===== src/rtl/jdp_pkg.sv =====
package jdp_pkg;

  localparam int unsigned WORD_W = 32;
  localparam int unsigned IR_W   = 4;
  localparam int unsigned ACK_W  = 3;
  localparam int unsigned SCAN_W = WORD_W + ACK_W;
  localparam int unsigned APA_W  = 2 * WORD_W;
  localparam int unsigned HI_W   = WORD_W - 4;

  localparam logic [IR_W-1:0] IR_ABORT  = 4'b1000;
  localparam logic [IR_W-1:0] IR_DPREG  = 4'b1010;
  localparam logic [IR_W-1:0] IR_APREG  = 4'b1011;
  localparam logic [IR_W-1:0] IR_IDCODE = 4'b1110;

  localparam logic [ACK_W-1:0] ACK_OK   = 3'b010;
  localparam logic [ACK_W-1:0] ACK_WAIT = 3'b001;

  localparam logic [3:0] BANK_PWR = 4'd0;
  localparam logic [3:0] BANK_UPA = 4'd5;

  localparam logic [1:0] OFS_ZERO   = 2'd0;
  localparam logic [1:0] OFS_BANKED = 2'd1;
  localparam logic [1:0] OFS_SELECT = 2'd2;
  localparam logic [1:0] OFS_RDBUF  = 2'd3;

  typedef enum logic [2:0] {
    CH_BYPASS,
    CH_IDCODE,
    CH_DPREG,
    CH_APREG,
    CH_ABORT
  } chain_e;

  typedef struct packed {
    logic [WORD_W-1:0] data;
    logic [1:0]        a;
    logic              rnw;
  } acc_req_t;

  function automatic int chain_len(input chain_e ch);
    case (ch)
      CH_BYPASS: return 1;
      CH_IDCODE: return int'(WORD_W);
      default:   return int'(SCAN_W);
    endcase
  endfunction

  function automatic logic [SCAN_W-1:0] shift_in(input logic [SCAN_W-1:0] v,
                                                 input logic b, input int len);
    logic [SCAN_W-1:0] r;
    r = v >> 1;
    for (int i = 0; i < int'(SCAN_W); i++) begin
      if (i == len - 1) r[i] = b;
    end
    return r;
  endfunction

  function automatic logic [WORD_W-1:0] make_idcode(input logic [3:0] ver,
                                                    input logic [15:0] part,
                                                    input logic [10:0] des);
    return {ver, part, des, 1'b1};
  endfunction

  function automatic logic [APA_W-1:0] ap_address(input logic [WORD_W-1:0] upper,
                                                  input logic [HI_W-1:0] sel_hi,
                                                  input logic [1:0] a);
    return {upper, sel_hi, a, 2'b00};
  endfunction

  function automatic logic [WORD_W-1:0] pwr_word(input logic sys_req, input logic sys_ack,
                                                 input logic dbg_req, input logic dbg_ack);
    return {sys_ack, sys_req, dbg_ack, dbg_req, {(WORD_W-4){1'b0}}};
  endfunction

endpackage


===== src/rtl/jdp_ir_dec.sv =====
module jdp_ir_dec
  import jdp_pkg::*;
(
  input  logic            clk,
  input  logic            rst_n,
  input  logic            ir_load,
  input  logic [IR_W-1:0] ir_in,
  output chain_e          chain
);

  logic [IR_W-1:0] ir_q;

  always_ff @(posedge clk or negedge rst_n) begin
    if (!rst_n)       ir_q <= IR_IDCODE;
    else if (ir_load) ir_q <= ir_in;
  end

  always_comb begin
    case (ir_q)
      IR_IDCODE: chain = CH_IDCODE;
      IR_DPREG:  chain = CH_DPREG;
      IR_APREG:  chain = CH_APREG;
      IR_ABORT:  chain = CH_ABORT;
      default:   chain = CH_BYPASS;
    endcase
  end

endmodule


===== src/rtl/jdp_scan_chain.sv =====
module jdp_scan_chain
  import jdp_pkg::*;
(
  input  logic              clk,
  input  logic              rst_n,
  input  chain_e            chain,
  input  logic              dr_capture,
  input  logic              dr_shift,
  input  logic              dr_update,
  input  logic              tdi,
  input  logic [WORD_W-1:0] idcode,
  input  logic [WORD_W-1:0] rdbuff,
  input  logic              ap_busy,
  output logic              tdo,
  output logic              wait_q,
  output logic              dp_upd,
  output logic              ap_upd,
  output logic              abort_upd,
  output acc_req_t          req
);

  logic [SCAN_W-1:0] sr_q;
  logic              is_acc;

  assign is_acc = (chain == CH_DPREG) || (chain == CH_APREG);

  always_ff @(posedge clk or negedge rst_n) begin
    if (!rst_n) begin
      sr_q   <= '0;
      wait_q <= 1'b0;
    end else if (dr_capture) begin
      wait_q <= is_acc && ap_busy;
      case (chain)
        CH_IDCODE:         sr_q <= {{ACK_W{1'b0}}, idcode};
        CH_DPREG, CH_APREG: sr_q <= {rdbuff, (ap_busy ? ACK_WAIT : ACK_OK)};
        default:           sr_q <= '0;
      endcase
    end else if (dr_shift) begin
      sr_q <= shift_in(sr_q, tdi, chain_len(chain));
    end
  end

  assign tdo       = sr_q[0];
  assign req       = acc_req_t'(sr_q);
  assign dp_upd    = dr_update && (chain == CH_DPREG) && !wait_q;
  assign ap_upd    = dr_update && (chain == CH_APREG) && !wait_q;
  assign abort_upd = dr_update && (chain == CH_ABORT);

  a_r2_idcode_marker: assert property (@(posedge clk) disable iff (!rst_n)
    (dr_capture && chain == CH_IDCODE) |=> tdo);

  a_r3_bypass_capture_zero: assert property (@(posedge clk) disable iff (!rst_n)
    (dr_capture && chain == CH_BYPASS) |=> !tdo);

endmodule


===== src/rtl/jdp_dp_regs.sv =====
module jdp_dp_regs
  import jdp_pkg::*;
(
  input  logic              clk,
  input  logic              rst_n,
  input  logic              dp_upd,
  input  acc_req_t          req,
  input  logic              ap_rd_done,
  input  logic [WORD_W-1:0] ap_rdata,
  output logic [HI_W-1:0]   sel_hi,
  output logic [WORD_W-1:0] upper_q,
  output logic [WORD_W-1:0] rdbuff_q
);

  logic [WORD_W-1:0] sel_q;
  logic              sys_req_q, sys_ack_q, dbg_req_q, dbg_ack_q;
  logic [3:0]        bank;
  logic [WORD_W-1:0] rd_val;
  logic              dp_wr, dp_rd;

  assign bank   = sel_q[3:0];
  assign sel_hi = sel_q[WORD_W-1:4];
  assign dp_wr  = dp_upd && !req.rnw;
  assign dp_rd  = dp_upd && req.rnw;

  always_comb begin
    case (req.a)
      OFS_BANKED: begin
        if (bank == BANK_PWR)      rd_val = pwr_word(sys_req_q, sys_ack_q, dbg_req_q, dbg_ack_q);
        else if (bank == BANK_UPA) rd_val = upper_q;
        else                       rd_val = '0;
      end
      OFS_SELECT: rd_val = sel_q;
      OFS_RDBUF:  rd_val = rdbuff_q;
      default:    rd_val = '0;
    endcase
  end

  always_ff @(posedge clk or negedge rst_n) begin
    if (!rst_n) begin
      sel_q     <= '0;
      upper_q   <= '0;
      sys_req_q <= 1'b0;
      dbg_req_q <= 1'b0;
    end else if (dp_wr) begin
      if (req.a == OFS_SELECT) begin
        sel_q <= req.data;
      end else if (req.a == OFS_BANKED) begin
        if (bank == BANK_PWR) begin
          sys_req_q <= req.data[30];
          dbg_req_q <= req.data[28];
        end else if (bank == BANK_UPA) begin
          upper_q <= req.data;
        end
      end
    end
  end

  always_ff @(posedge clk or negedge rst_n) begin
    if (!rst_n) begin
      sys_ack_q <= 1'b0;
      dbg_ack_q <= 1'b0;
    end else begin
      sys_ack_q <= sys_req_q;
      dbg_ack_q <= dbg_req_q;
    end
  end

  always_ff @(posedge clk or negedge rst_n) begin
    if (!rst_n)          rdbuff_q <= '0;
    else if (dp_rd)      rdbuff_q <= rd_val;
    else if (ap_rd_done) rdbuff_q <= ap_rdata;
  end

  a_r5_dbg_ack_follows: assert property (@(posedge clk) disable iff (!rst_n)
    (dbg_req_q && $past(dbg_req_q)) |-> dbg_ack_q);

  a_r5_sys_ack_drops: assert property (@(posedge clk) disable iff (!rst_n)
    (!sys_req_q && !$past(sys_req_q)) |-> !sys_ack_q);

endmodule


===== src/rtl/jdp_ap_port.sv =====
module jdp_ap_port
  import jdp_pkg::*;
(
  input  logic              clk,
  input  logic              rst_n,
  input  logic              ap_upd,
  input  logic              abort_upd,
  input  acc_req_t          req,
  input  logic [HI_W-1:0]   sel_hi,
  input  logic [WORD_W-1:0] upper,
  input  logic              ap_ready,
  output logic [APA_W-1:0]  ap_addr,
  output logic [WORD_W-1:0] ap_wdata,
  output logic              ap_rd,
  output logic              ap_wr,
  output logic              ap_abort,
  output logic              pending,
  output logic              rd_done
);

  logic is_rd_q;
  logic abort_go;

  assign abort_go = abort_upd && req.data[0];
  assign rd_done  = pending && ap_ready && is_rd_q && !abort_go;

  always_ff @(posedge clk or negedge rst_n) begin
    if (!rst_n) begin
      ap_addr  <= '0;
      ap_wdata <= '0;
      ap_rd    <= 1'b0;
      ap_wr    <= 1'b0;
      ap_abort <= 1'b0;
      pending  <= 1'b0;
      is_rd_q  <= 1'b0;
    end else begin
      ap_rd    <= 1'b0;
      ap_wr    <= 1'b0;
      ap_abort <= 1'b0;
      if (abort_go) begin
        ap_abort <= 1'b1;
        pending  <= 1'b0;
      end else if (ap_upd) begin
        ap_addr  <= ap_address(upper, sel_hi, req.a);
        ap_wdata <= req.data;
        ap_rd    <= req.rnw;
        ap_wr    <= !req.rnw;
        is_rd_q  <= req.rnw;
        pending  <= 1'b1;
      end else if (pending && ap_ready) begin
        pending  <= 1'b0;
      end
    end
  end

  a_r8_strobe_one_cycle: assert property (@(posedge clk) disable iff (!rst_n)
    (ap_rd || ap_wr) |=> !(ap_rd || ap_wr));

  a_r8_strobe_marks_pending: assert property (@(posedge clk) disable iff (!rst_n)
    (ap_rd || ap_wr) |-> pending);

  a_r11_abort_idles: assert property (@(posedge clk) disable iff (!rst_n)
    ap_abort |-> !pending);

endmodule


===== src/rtl/jdp_target.sv =====
module jdp_target
  import jdp_pkg::*;
#(
  parameter logic [3:0]  ID_VERSION  = 4'h1,
  parameter logic [15:0] ID_PARTNO   = 16'h0012,
  parameter logic [10:0] ID_DESIGNER = 11'h0A5
) (
  input  logic              clk,
  input  logic              rst_n,
  input  logic              ir_load,
  input  logic [IR_W-1:0]   ir_in,
  input  logic              dr_capture,
  input  logic              dr_shift,
  input  logic              dr_update,
  input  logic              tdi,
  output logic              tdo,
  output logic [APA_W-1:0]  ap_addr,
  output logic [WORD_W-1:0] ap_wdata,
  output logic              ap_rd,
  output logic              ap_wr,
  input  logic [WORD_W-1:0] ap_rdata,
  input  logic              ap_ready,
  output logic              ap_abort
);

  localparam logic [WORD_W-1:0] IDCODE_VAL = make_idcode(ID_VERSION, ID_PARTNO, ID_DESIGNER);

  chain_e            chain;
  acc_req_t          req;
  logic              wait_q, dp_upd, ap_upd, abort_upd;
  logic              pending, rd_done;
  logic [HI_W-1:0]   sel_hi;
  logic [WORD_W-1:0] upper, rdbuff;

  jdp_ir_dec u_ir (
    .clk     (clk),
    .rst_n   (rst_n),
    .ir_load (ir_load),
    .ir_in   (ir_in),
    .chain   (chain)
  );

  jdp_scan_chain u_scan (
    .clk        (clk),
    .rst_n      (rst_n),
    .chain      (chain),
    .dr_capture (dr_capture),
    .dr_shift   (dr_shift),
    .dr_update  (dr_update),
    .tdi        (tdi),
    .idcode     (IDCODE_VAL),
    .rdbuff     (rdbuff),
    .ap_busy    (pending),
    .tdo        (tdo),
    .wait_q     (wait_q),
    .dp_upd     (dp_upd),
    .ap_upd     (ap_upd),
    .abort_upd  (abort_upd),
    .req        (req)
  );

  jdp_dp_regs u_regs (
    .clk        (clk),
    .rst_n      (rst_n),
    .dp_upd     (dp_upd),
    .req        (req),
    .ap_rd_done (rd_done),
    .ap_rdata   (ap_rdata),
    .sel_hi     (sel_hi),
    .upper_q    (upper),
    .rdbuff_q   (rdbuff)
  );

  jdp_ap_port u_ap (
    .clk       (clk),
    .rst_n     (rst_n),
    .ap_upd    (ap_upd),
    .abort_upd (abort_upd),
    .req       (req),
    .sel_hi    (sel_hi),
    .upper     (upper),
    .ap_ready  (ap_ready),
    .ap_addr   (ap_addr),
    .ap_wdata  (ap_wdata),
    .ap_rd     (ap_rd),
    .ap_wr     (ap_wr),
    .ap_abort  (ap_abort),
    .pending   (pending),
    .rd_done   (rd_done)
  );

  a_r9_wait_blocks_strobe: assert property (@(posedge clk) disable iff (!rst_n)
    (dr_update && wait_q) |=> !(ap_rd || ap_wr));

  a_r10_done_only_pending: assert property (@(posedge clk) disable iff (!rst_n)
    (ap_ready && !pending) |=> $stable(rdbuff) || $past(dp_upd));

endmodule


===== config.mk =====
export PLATFORM = sky130hd
export DESIGN_NAME = jdp_target
export DESIGN_NICKNAME = d
export VERILOG_FILES = /design/src/rtl/jdp_pkg.sv /design/src/rtl/jdp_ir_dec.sv /design/src/rtl/jdp_scan_chain.sv /design/src/rtl/jdp_dp_regs.sv /design/src/rtl/jdp_ap_port.sv /design/src/rtl/jdp_target.sv
export SDC_FILE = /design/constraint.sdc
export NUM_CORES = 1
export LEC_CHECK = 0
export ABC_CLOCK_PERIOD_IN_PS = 5300
export BUFFER_PORTS_ARGS = -buffer_cell sky130_fd_sc_hd__buf_2
export CAP_MARGIN = 10
export CORE_ASPECT_RATIO = 1.25
export CORE_UTILIZATION = 57
export CTS_CLUSTER_SIZE = 12
export DETAILED_ROUTE_END_ITERATION = 8
export PLACE_DENSITY = 0.79
export SYNTH_ARGS = -nofsm -noshare
export SYNTH_HDL_FRONTEND = slang
export SYNTH_SLANG_ARGS = --single-unit

===== constraint.sdc =====
create_clock -name clk -period 5.3 [get_ports clk]
set_input_delay 0.53 -clock clk [delete_from_list [all_inputs] [get_ports clk]]
set_output_delay 0.53 -clock clk [all_outputs]
set_load 0.01 [all_outputs]

==> results.md, run 1 <==
- Outcome: complete, no violations
- Final max-slew violation count: 0
- Yosys top cell area share: 57.1%
- Post-route insts no fill: 1131
- Min Tclk post-route: 3080 ps
- EDFF count, synth: 0
- Max Clk Rate: 324 MHz
- WL final: 22.8 mm
- PD cells: 342 nW/um^2
- Worst-path clk slew: 60 ps
- Synth Register Bits: 239
- Max-cap violation count: 0
- Static Leakage: 6.02 nW
- Yosys synthesis warning count: 0
- Die width: 122 um
- Worst-skew pair later-pin latency: 510 ps
- Final hold viol count: 0
- Initial antenna violation count: 0
- Crit-path cells: and3b_1, buf_4, and4_4, buf_4, mux2_2
- Cell variety after synth: 54
- Placed Area: 11200 sq um
- Drt pass-1 iters: 5
- Largest area contributor in the netlist: dfrtp_1
- Iteration-0 DRC Markers: 446
- Final worst-path cycle share: 58.2%
- CTS hold repair buffers: 0
- Antenna-violating nets left: 0
- Final HPWL DP: 14.3 mm
- Rows: 54
- H-tree Lvls: 1
- Die ar.: 18700 sq um
- Worst path bufs/invs: 2
- Worst path required time: 5680 ps
- DR vias/cell: 6.09
- Worst hold-check path type: input port to asynchronous set/reset pin
- Placed cell count: 1092
- Routed wire per std cell: 20.2 um
- CTS max path bufs: 3
- Chip height: 153 um
- Post-synthesis instance total: 775
- Largest net degree at the start of global routing: 135
- Slew @ Worst Pin: 1220 ps
- Total I/O pin count: 144
- Post-CTS Repair Setup Buffers: 0
- Top_reg_cell synth: dfrtp_1
- CP delay by family, top: buffers and inverters
- Most frequent cells after synthesis: dfrtp_1 (236), mux2_2 (136), nor2_1 (40)
- CP Launch Type: register
- CTS buffer count: 24
- Crit-path most repeated cell: buf_4
- Unrepaired setup endpoints after global routing: no
- Synthesized area: 10300 sq um
- Area contributors post-synth: dfrtp_1 (57%), mux2_2 (15%), mux2_4 (4.4%), a221o_1 (2.5%), a32oi_1 (2.2%)
- Internal reg-to-reg setup slack: 2220 ps
- Fin util: 67.3%
- Mean post-synth cell area: 13.3 sq um
- Crit path DAT: 3460 ps
- Vias in the first global route: 6934
- Ys async rst share: 100%
- Sequential element share of the synthesized area: 57.8%
- GPL Wtd Cong: 0.859
- Hold_ws: 55.1 ps
- Slew headroom: 18.1%
- Core Region: 17600 sq um
- CP max FO: 52
- Vias: 6889
- Setup crit end kind: register
- Synthesis-to-layout area growth: 14.8%
- Gr ovfl total: 0
- Most common cell in the synthesized netlist: dfrtp_1
- Clock Skew: 15.4 ps
- Final #Nets: 946
- First-pass GRT wire length: 36.9 mm
- Kind of critical path: register to register
- Setup slack after layout: 2220 ps
- Initial Util: 58.7%
- Power Total: 4.07 mW
- Critical path's largest stage delay: 760 ps
- Setup TNS: 0 ps
- Post-route cell area: 11900 sq um
- DRC errors left: 0
- # setup viols final: 0
- Peak VDD IR: 0.200 mV
- ANT cells: 0
- CTS tree: yes
- Slowest stage cell on the critical path: and4_4
- Cts repair resizes: 0
- Gr usage total: 25.0%
- Place WS: 2220 ps
- Layout cells sized above 1: 40.2%
- Buffers on Ports: 141
- CTS Root Cell: clkbuf_16
- Count of clock tree sinks: 239
==> sequential cells by signal (all words and copies together), names as in the netlist, 4 cells and up <==
| signal | cells |
|---|---|
| u_regs.sel_q | 32 |
| u_regs.upper_q | 32 |
| u_ir.ir_q | 4 |
| u_scan.req | 35 |
| u_ap.ap_wdata | 32 |
| u_regs.rdbuff_q | 32 |
| u_ap.ap_addr | 62 |
==> where the power goes <==
part / internal (mW) / total, mW / switching, mW
combinational: 0.190 / 0.399 / 0.209
sequential: 1.97 / 2.08 / 0.109
clock: 0.925 / 1.59 / 0.663
==> cell families (layout without fill, tap and decap cells) <==
| group | after synthesis | in the layout | share of synthesized area [%] |
|---|---|---|---|
| and+or+nand+nor | 133 | 133 | 6.70 |
| buffers and inverters | 67 | 198 | 3.06 |
| muxes | 189 | 189 | 21.4 |
| DFF | 239 | 239 | 57.8 |
| AOI/OAI and AO/OA | 138 | 138 | 9.99 |
| other | 1 | 2 | 0.0362 |
| adders and majority gates | 8 | 8 | 0.968 |
==> cell type report <==
cell class              count  area, sq um
fillers                  1289         5760
clock buffers              38          684
multi-input cells         470         4070
inverters                  10         37.5
well taps                 224          280
repair buffers            149          788
flip-flops and latches    239         5980
clock inverters             1         30.0
==> placed cells by master (no fill, tap or decap), types with 4 or more instances in the layout <==
cell type,synthesis,final
nor2b_1,4,4
a21oi_1,17,17
buf_4,3,7
clkbuf_1,24,12
clkbuf_16,0,25
buf_2,19,140
nand3_1,27,27
dfrtp_1,236,236
nand2_1,22,21
nor2_1,40,40
a221o_1,26,26
a32oi_1,26,26
a41oi_1,5,5
or2_2,6,6
a31o_2,5,5
o21ai_0,33,33
nor3_1,9,9
mux2_4,30,30
a211oi_1,8,8
ha_1,8,8
inv_1,10,10
mux2i_1,22,22
mux2_2,136,136
o2bb2ai_1,4,4
==> worst reg2reg max path, stage by stage (launching register included) <==
cell	delay [ps]
dfstp_2	580
and3b_1	160
buf_4	380
and4_4	760
buf_4	600
mux2_2	470
==> worst paths after layout <==
check                                                  to                    startpoint  depth (start not counted)
max                          u_ap.ap_addr[21]$_DFFE_PN0P_      u_ir.ir_q[3]$_DFFE_PN1P_                          5
min                         u_ap.ap_wdata[25]$_DFFE_PN0P_                         rst_n                          1
max reg2reg                  u_ap.ap_addr[21]$_DFFE_PN0P_      u_ir.ir_q[3]$_DFFE_PN1P_                          5
min reg2reg                    u_regs.dbg_ack_q$_DFF_PN0_  u_regs.dbg_req_q$_DFFE_PN0P_                          0
max in group asynchronous     u_regs.sel_q[9]$_DFFE_PN0P_                         rst_n                          2
min in group clk           u_regs.rdbuff_q[4]$_DFFE_PN0P_                   ap_rdata[4]                          2
==> metal layers <==
layer	track usage (%)	routed length [um]
met5	0	0
met4	8.77	653
met3	3.11	1300
met2	39.9	11100
met1	35.1	9780
Note: power is estimated with default switching activity, not from simulation.
==> run 2: changes to the inputs <==
--- a/config.mk
+++ b/config.mk
@@ -5,7 +5,7 @@
 export SDC_FILE = /design/constraint.sdc
 export NUM_CORES = 1
 export LEC_CHECK = 0
-export ABC_CLOCK_PERIOD_IN_PS = 5300
+export ABC_CLOCK_PERIOD_IN_PS = 2900
 export BUFFER_PORTS_ARGS = -buffer_cell sky130_fd_sc_hd__buf_2
 export CAP_MARGIN = 10
 export CORE_ASPECT_RATIO = 1.25
==> constraint.sdc (replaced) <==
create_clock -name clk -period 2.9 [get_ports clk]
set_input_delay 0.29 -clock clk [delete_from_list [all_inputs] [get_ports clk]]
set_output_delay 0.29 -clock clk [all_outputs]
set_load 0.01 [all_outputs]
==> results.md, run 2 (synthesized netlist as in run 1, its figures left out) <==
- Outcome: complete, no violations
- Vias: 6870 (-0.28%)
- Total I/O pin count: 144 (unchanged)
- Commonest non-fill, non-tap cell in the layout: dfrtp_1
- Register area: 5980 sq um (unchanged)
- Final #Nets: 956 (+1.1%)
- Max reg flops: 62 (unchanged)
- Clock Skew: 12.0 ps (-3.31 ps)
- WL final: 23.2 mm (+1.9%)
- Static Leakage: 6.07 nW (+0.85%)
- Worst hold-check path type: input port to register
- Largest reg by FF count: u_ap.ap_addr
- Core Region: 17600 sq um (unchanged)
- Slew @ Worst Pin: 1090 ps (-134 ps)
- H-tree Lvls: 1 (unchanged)
- Post-CTS Repair Setup Buffers: 0 (unchanged)
- Cts repair resizes: 0 (unchanged)
- Chip height: 153 um (unchanged)
- Largest net degree at the start of global routing: 113 (-16%)
- Crit path DAT: 2890 ps (-570 ps)
- Setup TNS: 0 ps (unchanged)
- CTS Root Cell: clkbuf_16
- Final max-slew violation count: 0 (unchanged)
- GPL Wtd Cong: 0.902 (+5.0%)
- PD cells: 619 nW/um^2 (+81%)
- DR vias/cell: 6.03 (-1.1%)
- Power Total: 7.41 mW (+82%)
- ANT cells: 0 (unchanged)
- Routed wire per std cell: 20.4 um (+1.0%)
- Peak VDD IR: 0.492 mV (+150%)
- Synthesis-to-layout area growth: 15.7%
- Gr usage total: 26.0% (+0.98 points)
- CTS buffer count: 24 (unchanged)
- Fillers: 1263 (-2.0%)
- Count of clock tree sinks: 239 (unchanged)
- Vias in the first global route: 7073 (+2.0%)
- CP max FO: 28 (-46%)
- CP Launch Type: register
- Most frequent cells in the layout: dfrtp_1 (236), buf_2 (140), mux2_2 (136)
- Max-cap violation count: 0 (unchanged)
- Worst-path clk slew: 70 ps (about the same)
- # setup viols final: 0 (unchanged)
- CTS tree: yes
- Unrepaired setup endpoints after global routing: no
- Rows: 54 (unchanged)
- Initial antenna violation count: 0 (unchanged)
- Initial Util: 58.7% (unchanged)
- Antenna-violating nets left: 0 (unchanged)
- Gr ovfl total: 0 (unchanged)
- Final HPWL DP: 15.1 mm (+5.8%)
- CTS max path bufs: 3 (unchanged)
- Final hold viol count: 0 (unchanged)
- Layout cells sized above 1: 40.9% (+0.70 points)
- Slew headroom: 27.3% (+9.2 points)
- Area occupied by multi-input gates: 4070 sq um (unchanged)
- Iteration-0 DRC Markers: 388 (-13%)
- First-pass GRT wire length: 38.2 mm (+3.6%)
- Setup crit end kind: register
- Worst-skew pair later-pin latency: 510 ps (about the same)
- Worst path required time: 3320 ps (-2360 ps)
- Drt pass-1 iters: 5 (unchanged)
- Kind of critical path: register to register
- Max Clk Rate: 405 MHz (+25%)
- DRC errors left: 0 (unchanged)
- Die ar.: 18700 sq um (unchanged)
- Buffers on Ports: 141 (unchanged)
- Min Tclk post-route: 2470 ps (-612 ps)
- Fin util: 67.8% (+0.52 points)
- Die width: 122 um (unchanged)
- Final worst-path cycle share: 85.2% (+27 points)
[run 2: cell types whose count changed in the layout (fill, tap and decap cells not counted), sizes merged]
cell / before / now
buf: 149 / 158
dlygate4sd3: 0 / 1
clkinv: 0 / 2
clkbuf: 38 / 35
[run 2: power by group]
part           internal, mW  switching [mW]
Sequential             3.60           0.210
Combinational         0.353           0.387
Clock                  1.66            1.20
[run 2: per-layer routing]
metal	track usage [%]	part of all wire, %	vias up
met5	0	0	-
met4	7.49	2.2	0
met3	3.67	5.0	37
met2	41.9	49	199
met1	36.5	44	3517
li1	-	-	3117
[run 2: repair_timing]
item / 4_1_cts / 5_1_grt
endpoints found under the setup margin: 0 / 0
hold buffers: 1 / 0
hold endpoints to repair: 42 / 0
[run 2: worst max-delay path, stage by stage (launching register included)]
cell and delay (ps):
dfrtp_1 440, inv_1 80, ha_1 150, buf_4 360, or4b_2 610, nor3_1 370
nand2_1 120, a41oi_1 240
[run 2: final timing paths]
| kind | slack, ps | end | cells past startpoint | startpoint |
|---|---|---|---|---|
| worst max-delay path | 430 | u_regs.rdbuff_q[28]$_DFFE_PN0P_ | 7 | u_scan.req[2]$_DFFE_PN0P_ |
| worst min-delay path | 20 | u_regs.rdbuff_q[1]$_DFFE_PN0P_ | 2 | ap_rdata[1] |
| worst max register to register | 430 | u_regs.rdbuff_q[28]$_DFFE_PN0P_ | 7 | u_scan.req[2]$_DFFE_PN0P_ |
| worst min register to register | 390 | u_regs.sys_ack_q$_DFF_PN0_ | 0 | u_regs.sys_req_q$_DFFE_PN0P_ |
| max in group asynchronous | 1740 | u_ap.ap_addr[40]$_DFFE_PN0P_ | 3 | rst_n |
| min in group asynchronous | 260 | u_ap.ap_wdata[24]$_DFFE_PN0P_ | 2 | rst_n |
[run 2: area by class of cell]
type                       instances  area share, %
clock buffer                      35           5.54
clock inverter                     3          0.335
inverter                          10          0.314
multi-input combinational        470           34.0
sequential                       239           50.0
tap                              224           2.34
timing repair buffer             159           7.45
[run 2: metrics by stage]
| step | instance area, sq um | hold WS, ps | setup WS [ps] | instances |
|---|---|---|---|---|
| after floorplan | 10300 | -5.59 | 731 | 776 |
| after global placement | 11300 | 209 | 517 | 1101 |
| after detailed placement | 11300 | 208 | 472 | 1101 |
| after CTS | 12000 | 10.6 | 459 | 1140 |
| after global routing | 12000 | 15.3 | 238 | 1140 |
| final | 12000 | 18.6 | 429 | 1140 |
